### config.mk
export PLATFORM = sky130hd
export DESIGN_NAME = apb_byte_uart
export DESIGN_NICKNAME = d
export VERILOG_FILES = /design/src/rtl/ubu_pkg.sv /design/src/rtl/ubu_regs.sv /design/src/rtl/ubu_datapath.sv /design/src/rtl/apb_byte_uart.sv
export SDC_FILE = /design/constraint.sdc
export NUM_CORES = 1
export LEC_CHECK = 0
export ABC_AREA = 0
export CORE_UTILIZATION = 24
export CTS_CLUSTER_DIAMETER = 50
export DETAILED_ROUTE_END_ITERATION = 8
export GPL_ROUTABILITY_DRIVEN = 0
export GPL_TIMING_DRIVEN = 0
export PLACE_DENSITY = 0.5
export RECOVER_POWER = 50
export SLEW_MARGIN = 30
export SYNTH_ARGS = -nofsm -noshare
export SYNTH_HDL_FRONTEND = slang
export SYNTH_SLANG_ARGS = --single-unit
### constraint.sdc
create_clock -name clk -period 4.2 [get_ports clk]
set_input_delay 0.84 -clock clk [delete_from_list [all_inputs] [get_ports clk]]
set_output_delay 0.84 -clock clk [all_outputs]
set_load 0.005 [all_outputs]
### src/rtl/ubu_pkg.sv
package ubu_pkg;
  // word indices (address bits [4:2])
  localparam int IDX_DATA = 0;
  localparam int IDX_STAT = 1;
  localparam int IDX_CTRL = 2;
  localparam int IDX_INT  = 3;
  localparam int IDX_DIV  = 4;

  localparam int CTRL_W = 7;
  localparam int IRQ_W  = 4;

  // control -> datapath strobes
  typedef struct packed {
    logic       txValid;
    logic [7:0] txByte;
    logic       txEn;
    logic       rxEn;
    logic       hsTest;
  } dpCmd_t;

  // datapath -> control events
  typedef struct packed {
    logic       txTake;
    logic       rxDone;
    logic [7:0] rxByte;
  } dpEvt_t;
endpackage

### src/rtl/ubu_regs.sv
module ubu_regs
  import ubu_pkg::*;
#(
  parameter int ADDR_W = 12,
  parameter int DIV_W  = 20
) (
  input  logic              clk,
  input  logic              rstN,
  input  logic              psel,
  input  logic              penable,
  input  logic              pwrite,
  input  logic [ADDR_W-1:0] paddr,
  input  logic [31:0]       pwdata,
  output logic [31:0]       prdata,
  input  dpEvt_t            evt,
  output dpCmd_t            cmd,
  output logic [DIV_W-1:0]  divider,
  output logic [IRQ_W-1:0]  pend
);
  localparam int WI = ADDR_W - 2;

  logic [WI-1:0]     wordIdx;
  logic              acc, wr, rd;
  logic              isData, isStat, isCtrl, isInt, isDiv;
  logic [CTRL_W-1:0] ctrlR;
  logic [DIV_W-1:0]  divR;
  logic [7:0]        txBuf, rxBuf;
  logic              txFull, txOvr, rxFull, rxOvr;
  logic [IRQ_W-1:0]  pendR, setP, clrP;
  logic              wrData, rdData, txOvrEv, rxAccept, rxOvrEv;
  logic              unusedBits;

  assign wordIdx = paddr[ADDR_W-1:2];
  assign acc     = psel & penable;
  assign wr      = acc & pwrite;
  assign rd      = acc & ~pwrite;
  assign isData  = (wordIdx == WI'(IDX_DATA));
  assign isStat  = (wordIdx == WI'(IDX_STAT));
  assign isCtrl  = (wordIdx == WI'(IDX_CTRL));
  assign isInt   = (wordIdx == WI'(IDX_INT));
  assign isDiv   = (wordIdx == WI'(IDX_DIV));
  assign unusedBits = ^{pwdata, paddr[1:0]};

  assign wrData   = wr & isData;
  assign rdData   = rd & isData;
  assign txOvrEv  = wrData & txFull;
  assign rxAccept = evt.rxDone & (~rxFull | rdData);
  assign rxOvrEv  = evt.rxDone & rxFull & ~rdData;

  assign setP = {rxOvrEv & ctrlR[5], txOvrEv & ctrlR[4],
                 rxAccept & ctrlR[3], evt.txTake & ctrlR[2]};
  assign clrP = (wr & isInt) ? pwdata[IRQ_W-1:0] : '0;

  always_ff @(posedge clk) begin
    if (!rstN) begin
      ctrlR  <= '0;
      divR   <= '0;
      txBuf  <= '0;
      rxBuf  <= '0;
      txFull <= 1'b0;
      txOvr  <= 1'b0;
      rxFull <= 1'b0;
      rxOvr  <= 1'b0;
      pendR  <= '0;
    end else begin
      if (wr && isCtrl) ctrlR <= pwdata[CTRL_W-1:0];
      if (wr && isDiv)  divR  <= pwdata[DIV_W-1:0];
      // transmit holding byte
      if (wrData && !txFull) begin
        txFull <= 1'b1;
        txBuf  <= pwdata[7:0];
      end else if (evt.txTake) begin
        txFull <= 1'b0;
      end
      // receive holding byte
      if (rxAccept) begin
        rxFull <= 1'b1;
        rxBuf  <= evt.rxByte;
      end else if (rdData) begin
        rxFull <= 1'b0;
      end
      txOvr <= txOvrEv | (txOvr & ~(wr & isStat & pwdata[2]));
      rxOvr <= rxOvrEv | (rxOvr & ~(wr & isStat & pwdata[3]));
      pendR <= (pendR & ~clrP) | setP;
    end
  end

  always_comb begin
    prdata = '0;
    if (isData)      prdata = 32'(rxBuf);
    else if (isStat) prdata = {28'd0, rxOvr, txOvr, rxFull, txFull};
    else if (isCtrl) prdata = 32'(ctrlR);
    else if (isInt)  prdata = 32'(pendR);
    else if (isDiv)  prdata = 32'(divR);
  end

  assign cmd.txValid = txFull;
  assign cmd.txByte  = txBuf;
  assign cmd.txEn    = ctrlR[0];
  assign cmd.rxEn    = ctrlR[1];
  assign cmd.hsTest  = ctrlR[6];
  assign divider     = divR;
  assign pend        = pendR;

  AST_TAKE_NEEDS_FULL: assert property (@(posedge clk) disable iff (!rstN)
    evt.txTake |-> txFull);
  AST_TXIRQ_ON_EMPTYING: assert property (@(posedge clk) disable iff (!rstN)
    $rose(pendR[0]) |-> ($past(txFull) && !txFull));
  AST_RXIRQ_WITH_FULL: assert property (@(posedge clk) disable iff (!rstN)
    $rose(pendR[1]) |-> rxFull);
  AST_TXOVR_FLAGGED: assert property (@(posedge clk) disable iff (!rstN)
    $rose(pendR[2]) |-> txOvr);
endmodule

### src/rtl/ubu_datapath.sv
module ubu_datapath
  import ubu_pkg::*;
#(
  parameter int DIV_W   = 20,
  parameter int MIN_DIV = 16
) (
  input  logic             clk,
  input  logic             rstN,
  input  dpCmd_t           cmd,
  input  logic [DIV_W-1:0] divider,
  input  logic             serIn,
  output logic             serOut,
  output dpEvt_t           evt
);
  localparam logic [DIV_W-1:0] FLOOR = DIV_W'(MIN_DIV);
  localparam logic [3:0] LAST_TX_BIT = 4'd9;

  typedef enum logic [1:0] {RX_IDLE, RX_START, RX_DATA, RX_STOP} rxState_e;

  logic [DIV_W-1:0] effDiv, txBitLen;
  // transmit
  logic             txBusy, txTake, serOutR;
  logic [DIV_W-1:0] txCnt;
  logic [3:0]       txBit;
  logic [8:0]       txShift;
  // receive
  logic             rxMeta, rxSync;
  rxState_e         rxState;
  logic [DIV_W-1:0] rxCnt;
  logic [2:0]       rxBitN;
  logic [7:0]       rxSh, rxByteR;
  logic             rxDoneR;

  assign effDiv   = (divider < FLOOR) ? FLOOR : divider;
  assign txBitLen = cmd.hsTest ? DIV_W'(1) : effDiv;
  assign txTake   = ~txBusy & cmd.txValid & cmd.txEn;

  always_ff @(posedge clk) begin
    if (!rstN) begin
      txBusy  <= 1'b0;
      serOutR <= 1'b1;
      txCnt   <= '0;
      txBit   <= '0;
      txShift <= '1;
    end else if (txTake) begin
      txBusy  <= 1'b1;
      txShift <= {1'b1, cmd.txByte};
      serOutR <= 1'b0;
      txCnt   <= txBitLen - 1'b1;
      txBit   <= '0;
    end else if (txBusy) begin
      if (txCnt != '0) begin
        txCnt <= txCnt - 1'b1;
      end else if (txBit == LAST_TX_BIT) begin
        txBusy  <= 1'b0;
        serOutR <= 1'b1;
      end else begin
        serOutR <= txShift[0];
        txShift <= {1'b1, txShift[8:1]};
        txBit   <= txBit + 1'b1;
        txCnt   <= txBitLen - 1'b1;
      end
    end
  end

  always_ff @(posedge clk) begin
    if (!rstN) begin
      rxMeta  <= 1'b1;
      rxSync  <= 1'b1;
      rxState <= RX_IDLE;
      rxCnt   <= '0;
      rxBitN  <= '0;
      rxSh    <= '0;
      rxByteR <= '0;
      rxDoneR <= 1'b0;
    end else begin
      rxMeta  <= serIn;
      rxSync  <= rxMeta;
      rxDoneR <= 1'b0;
      if (rxState == RX_IDLE) begin
        if (cmd.rxEn && !rxSync) begin
          rxState <= RX_START;
          rxCnt   <= (effDiv >> 1) - 1'b1;
        end
      end else if (rxCnt != '0) begin
        rxCnt <= rxCnt - 1'b1;
      end else begin
        case (rxState)
          RX_START: begin
            if (!rxSync) begin
              rxState <= RX_DATA;
              rxCnt   <= effDiv - 1'b1;
              rxBitN  <= '0;
            end else begin
              rxState <= RX_IDLE;
            end
          end
          RX_DATA: begin
            rxSh  <= {rxSync, rxSh[7:1]};
            rxCnt <= effDiv - 1'b1;
            if (rxBitN == 3'd7) rxState <= RX_STOP;
            else                rxBitN  <= rxBitN + 1'b1;
          end
          default: begin
            rxDoneR <= 1'b1;
            rxByteR <= rxSh;
            rxState <= RX_IDLE;
          end
        endcase
      end
    end
  end

  assign serOut     = serOutR;
  assign evt.txTake = txTake;
  assign evt.rxDone = rxDoneR;
  assign evt.rxByte = rxByteR;

  AST_START_BIT_LOW: assert property (@(posedge clk) disable iff (!rstN)
    $rose(txBusy) |-> !serOutR);
  AST_IDLE_LINE_HIGH: assert property (@(posedge clk) disable iff (!rstN)
    $fell(txBusy) |-> serOutR);
  AST_RX_DONE_SINGLE: assert property (@(posedge clk) disable iff (!rstN)
    rxDoneR |=> !rxDoneR);
endmodule

### src/rtl/apb_byte_uart.sv
module apb_byte_uart
  import ubu_pkg::*;
#(
  parameter int ADDR_W  = 12,
  parameter int DIV_W   = 20,
  parameter int MIN_DIV = 16
) (
  input  logic              clk,
  input  logic              rstN,
  input  logic              psel,
  input  logic              penable,
  input  logic              pwrite,
  input  logic [ADDR_W-1:0] paddr,
  input  logic [31:0]       pwdata,
  output logic [31:0]       prdata,
  input  logic              serIn,
  output logic              serOut,
  output logic              irqTx,
  output logic              irqRx,
  output logic              irqTxOvr,
  output logic              irqRxOvr
);
  dpCmd_t           cmd;
  dpEvt_t           evt;
  logic [DIV_W-1:0] divider;
  logic [IRQ_W-1:0] pend;

  ubu_regs #(.ADDR_W(ADDR_W), .DIV_W(DIV_W)) uRegs (
    .clk(clk), .rstN(rstN), .psel(psel), .penable(penable), .pwrite(pwrite),
    .paddr(paddr), .pwdata(pwdata), .prdata(prdata), .evt(evt), .cmd(cmd),
    .divider(divider), .pend(pend)
  );

  ubu_datapath #(.DIV_W(DIV_W), .MIN_DIV(MIN_DIV)) uPath (
    .clk(clk), .rstN(rstN), .cmd(cmd), .divider(divider), .serIn(serIn),
    .serOut(serOut), .evt(evt)
  );

  assign irqTx    = pend[0];
  assign irqRx    = pend[1];
  assign irqTxOvr = pend[2];
  assign irqRxOvr = pend[3];
endmodule

=== Word level (Yosys, flattened, before mapping) ===
Index checks and enable logic that the tools add are counted.

* Register bits after elaboration: 129
* Input bits: 50
* Output and inout bits: 37

* Add/subtract/negate cells: 7
* Magnitude comparators: 1
* Equal/unequal tests: 17
* Muxes and demuxes: 43
* Bitwise gates (word level): 39
* Reduce and logical (&&, ||, !) cells: 27

{| class="wikitable"
|+ Operators with widths
! cell !! number
|-
| 20-bit 2-to-1 mux || 11
|-
| 32-bit 2-to-1 mux || 4
|-
| 20-bit by 1-bit subtractor with 20-bit output (second input constant) || 4
|-
| 20-bit one-hot mux with 2 select lines || 1
|-
| 20-bit nonzero test || 2
|-
| 8-bit 2-to-1 mux || 4
|-
| 1-bit bitwise AND || 21
|-
| 10-bit by 2-bit == test with 1-bit output (second input constant) || 2
|-
| 20-bit by 5-bit less-than comparator with 1-bit output (second input constant) || 1
|-
| 19-bit by 1-bit subtractor with 20-bit output (second input constant) || 1
|-
| 3-bit AND reduction || 6
|-
| 1-bit 2-to-1 mux || 13
|-
| 1-bit inverter || 12
|-
| 10-bit by 1-bit == test with 1-bit output (second input constant) || 1
|-
| 10-bit by 3-bit == test with 1-bit output (second input constant) || 1
|-
| 10-bit zero test || 1
|-
| 2-bit 2-to-1 mux || 5
|-
| 2-bit nonzero test || 4
|-
| 3-bit 2-to-1 mux || 2
|-
| 2-bit by 1-bit inequality test with 1-bit output (second input constant) || 3
|-
| 2-bit inequality test (second input constant) || 3
|-
| 3-bit by 1-bit inequality test with 1-bit output (second input constant) || 2
|-
| 3-bit one-hot mux with 2 select lines || 1
|-
| 5-bit AND reduction || 1
|-
| other kinds (20) || 28
|}

=== Logic depth before layout (Yosys ltp) ===
* Depth in word-level cells: 8
* Gate-level depth with buffers: 15
* Depth with buffers taken out: 12

=== Hierarchy ===
Synthesis repeated with hierarchy kept, for this count alone.

* Cell total of the unflattened synthesis: 967
* Area total of the unflattened synthesis: 7,503.4 sq um

{| class="wikitable"
|+ Modules (own cells, without submodules)
! module !! instances !! cells an instance !! area each (sq um) !! seq. area each (sq um)
|-
| ubu_datapath || 1 || 676 || 4,943.5 || 1,561.5
|-
| ubu_regs || 1 || 291 || 2,560.0 || 1,021.0
|}

=== Least setup slack after synthesis ===
No wires, ideal clock.

* Path type: input to output
* Start: input port paddr[9]
* End: output port prdata[4]
* Data arrival time: 2,176 ps
* Required time: 3,360 ps
* Setup slack: 1,184 ps
* Cell stages on the path: 6
* Cells stage by stage: nor4_1 > nand2_1 > nor4b_1 > clkbuf_1 > a21oi_1 > o21ai_0

* Longest elaborated chain between the ends: 6

{| class="wikitable"
|+ Ends and longest elaborated chain
! what !! RTL line !! text
|-
| start, declared || apb_byte_uart.sv:13 || <nowiki>input logic [ADDR_W-1:0] paddr,</nowiki>
|-
| 10-bit by 3-bit == test with 1-bit output || ubu_regs.sv:41 || <nowiki>assign isDiv = (wordIdx == WI'(IDX_DIV));</nowiki>
|-
| 20-bit 2-to-1 mux || ubu_regs.sv:94 || <nowiki>else if (isDiv) prdata = 32'(divR);</nowiki>
|-
| 32-bit 2-to-1 mux || ubu_regs.sv:93 || <nowiki>else if (isInt) prdata = 32'(pendR);</nowiki>
|-
| 32-bit 2-to-1 mux || ubu_regs.sv:92 || <nowiki>else if (isCtrl) prdata = 32'(ctrlR);</nowiki>
|-
| 32-bit 2-to-1 mux || ubu_regs.sv:91 || <nowiki>else if (isStat) prdata = {28'd0, rxOvr, txOvr, rxFull, txFull};</nowiki>
|-
| 32-bit 2-to-1 mux * || ubu_regs.sv:90 || <nowiki>if (isData) prdata = 32'(rxBuf);</nowiki>
|-
| end, declared || apb_byte_uart.sv:15 || <nowiki>output logic [31:0] prdata,</nowiki>
|}

Mark *: on every way between the ends. The rest lies on a longest branch, timed or not.

=== Worst setup path after layout ===
* Start: input port paddr[9]
* End: output port prdata[1]

Same word-level chain as after synthesis.

==> reports/results.ini <==
[timing]
post-route-period-util_pct=99.35
final_max_slew_viol_count=0
timing.setup.tns_ns=0
worst_slew_pin_slew_ns=0.8645
max_freq_ghz=0.2397
postLayoutSetupSlackWorst_ns=0.02740
final-hold-violation-count=0
rsz0062_at_grt=true
min_period_ns=4.173
setup_viol=0
fin_worst_skew_ns=0.009761
timing.max_slew.rel_slack_pct=42.36
timing.hold.ws_ns=0.4097

[pwr]
combPwrFrac_pct=6.0
leakagePower_nw=3.252
power_frac_seq_pct=41.8
internal-power_mw=2.149
p_sw_share_pct=26.90
power_frac_clock_pct=52.1
netSwitchingPower_mw=0.7910
ir_drop_mv=0.2230
power_per_cell_area_nw_per_um2=327.5

[clock_tree]
htree_levels=4
cts-buffers-inserted=17
clock_tree_from_tritoncts=done
cts_root_buf=clkbuf_16
clock_sinks=129
clock_path_buffers=2
worstSkewPairLatency_ns=0.44
clkSlewWorstSetupHoldPaths_ns=0.06
postCtsSetupBuffers=0
postCtsHoldBufs=0

[detailed_routing]
firstDrtPassIters=5
routed_wire_length_per_instance_um=16.57
via_count=7055
detail_route.vias_per_cell=4.930
final_antenna_net_count=0
drt_iter0_drc=497
drt-total-wl_mm=23.71
remaining_drc_errors=0

[synthesis]
ys.warnings.count=0
number_of_synthesized_flops_with_an_enable_pin=0
postSynthAreaPerCell_um2=7.674
syn_area_um2=7206
yosysSeqAreaShare_pct=35.84
synth_area_leader_cell=dfxtp_1
yosysUniqueCellTypes=80
synth.area.top_cells=dfxtp_1, nand2_1, a21oi_1
yosys_register_bits=129
synthDominantCellAreaShare_pct=35.84
post_synth_inst_count=939
synth-async-reset-ratio_pct=0
yosys_most_used_dff=dfxtp_1

[global_route]
grt_pass1_vias=6817
globalRouteOverflowTotal=0
grt_first_pass_wirelength_mm=37.65
antenna_found_initial=0
track_usage_pct=15.72
grt_start_max_net_pins=17

[floorplan]
die-area_um2=30720
ioPinCount=87
die_w_um=175.3
core_area_um2=29560
row_count=63
initial_core_util_pct=24.38
die_y_um=175.3

[setup_path]
worst_ep_arrival_time_ns=3.33
critical_path.max_stage_delay_ns=0.54
kind_of_end_point_of_the_critical_path=output port
critical_path.startpoint_type=input pin
crit_chain=clkdlybuf4s50_1 > nor4_1 > nand2_1 > nor4b_4 > clkbuf_1 > nand2_1 > o221ai_1 > clkdlybuf4s50_1
timing_worst_setup_path_type=input pin to output port
timing.critical_path.fanout_max=10
crit_path_top_delay_cell=clkdlybuf4s50_1
cp.required_ns=3.36

[min_path]
timing.hold.worst.class=flip-flop to flip-flop

[finish]
layout.cells.most_common=nand2_1
drive_above_1_share_pct=8.742
layout_common_cells=nand2_1, dfxtp_1, nor2_1
synthToLayoutAreaGrowth_pct=24.60
final_nets=1089
antenna_cells=0

[status]
status=finished, final reports clean

[placed_design]
detailedPlacementHpwl_mm=17.28
place_worst_setup_slack_ns=-0.6138
placement.io_buffers=59

[job]
maxCapViolCount=0

-- worst max-delay path, delay by kind of cell --
kind,cells,cell delay (ns)
simple gates,4,1.00
buf+inv,3,1.38
compound gates,1,0.11
-- power by group through the flow --
stage	Clock, mW	Sequential, mW	Combinational (mW)
global placement	0	1.26	0.175
floorplan	0	1.26	0.0933
global route	1.61	1.23	0.191
CTS	1.56	1.23	0.177
finish	1.53	1.23	0.177
detailed placement	0	1.26	0.176
-- flip-flops by register name (all words and copies together), names as in the netlist --
signal	count
uRegs.divider	20
uPath.rxSh	8
uPath.rxByteR	8
uPath.rxSync	1
uPath.rxCnt	20
uRegs.rxOvr	1
uRegs.rxBuf	8
uPath.rxDoneR	1
uRegs.txOvr	1
uRegs.rxFull	1
uRegs.ctrlR	7
uPath.txBusy	1
uRegs.txBuf	8
uPath.rxBitN	3
uRegs.pend	4
uPath.rxMeta	1
uRegs.txFull	1
uPath.serOut	1
uPath.rxState	2
uPath.txCnt	20
uPath.txBit	4
uPath.txShift	8
-- routing by layer --
| metal | part of all wire [%] | routed length, um | up-vias | GRT usage, % |
|---|---|---|---|---|
| met1 | 46 | 10920 | 3349 | 20.07 |
| li1 | - | - | 3513 | - |
| met5 | 0 | 0 | - | 0 |
| met2 | 48 | 11340 | 165 | 26.47 |
| met3 | 4.1 | 961 | 28 | 2.468 |
| met4 | 2.1 | 487 | 0 | 6.123 |
-- final timing paths --
| check | from | end | slack (ns) | cells after the start |
|---|---|---|---|---|
| setup / recovery | paddr[9] | prdata[1] | 0.03 | 8 |
| hold / removal | uPath.rxMeta | uPath.rxSync | 0.41 | 1 |
| setup reg to reg | uPath.rxCnt[11] | uPath.rxCnt[16] | 0.66 | 12 |
| hold reg to reg | uPath.rxMeta | uPath.rxSync | 0.41 | 1 |
-- repair_timing --
item,CTS,global route
cloned,0,0
setup endpoints to repair,20,7
resized for setup,5,0
-- cells in the mapped netlist, drive strengths merged (3+ instances only) --
library cell,number
and2,17
o41ai,3
xnor2,18
o21ai,54
a31oi,17
buf,26
a22oi,6
nand3,29
a211oi,4
mux2,5
or2,6
nor2,100
nand2b,5
nor4,21
nor3,33
a21oi,91
o221ai,5
a21o,5
or3,11
xor2,4
mux2i,41
and3,7
nand4,10
o22ai,4
clkbuf,47
dfxtp,129
nand2,144
or4,5
ha,11
o211ai,5
inv,21
a32oi,3
o31ai,4
a311oi,3
-- area by class of cell --
cell class,instances,area [um2]
timing repair buffer,60,594.3
buffer,72,340.3
inverter,23,93.84
fill,3211,20580
clock inverter,15,180.2
multi-input combinational,725,4274
clock buffer,17,425.4
sequential,129,2582
tap,390,488.0
-- per-stage QoR --
step,power [mW],utilization [%],cell area (um2),std cells
after global routing,3.032,30.37,8979,1431
after global placement,1.433,28.17,8325,1399
after floorplan,1.350,-,7247,950
after detailed placement,1.434,28.28,8361,1400
final,2.940,30.37,8979,1431
after CTS,2.970,30.40,8987,1432
-- cell families (layout without fill, tap and decap cells) --
family,count (synthesis),in the layout,synth area share [%]
other,1,12,0.05204
flip-flops,129,129,35.84
XOR/XNOR,22,22,2.674
buffers and inverters,96,187,6.043
adder cells (fa/ha/maj),11,11,1.910
AND/OR/NAND/NOR,399,399,26.57
multiplexers,46,46,6.477
AO/OA/AOI/OAI,235,235,20.44
No activity file was read; power rests on OpenSTA's default activity.
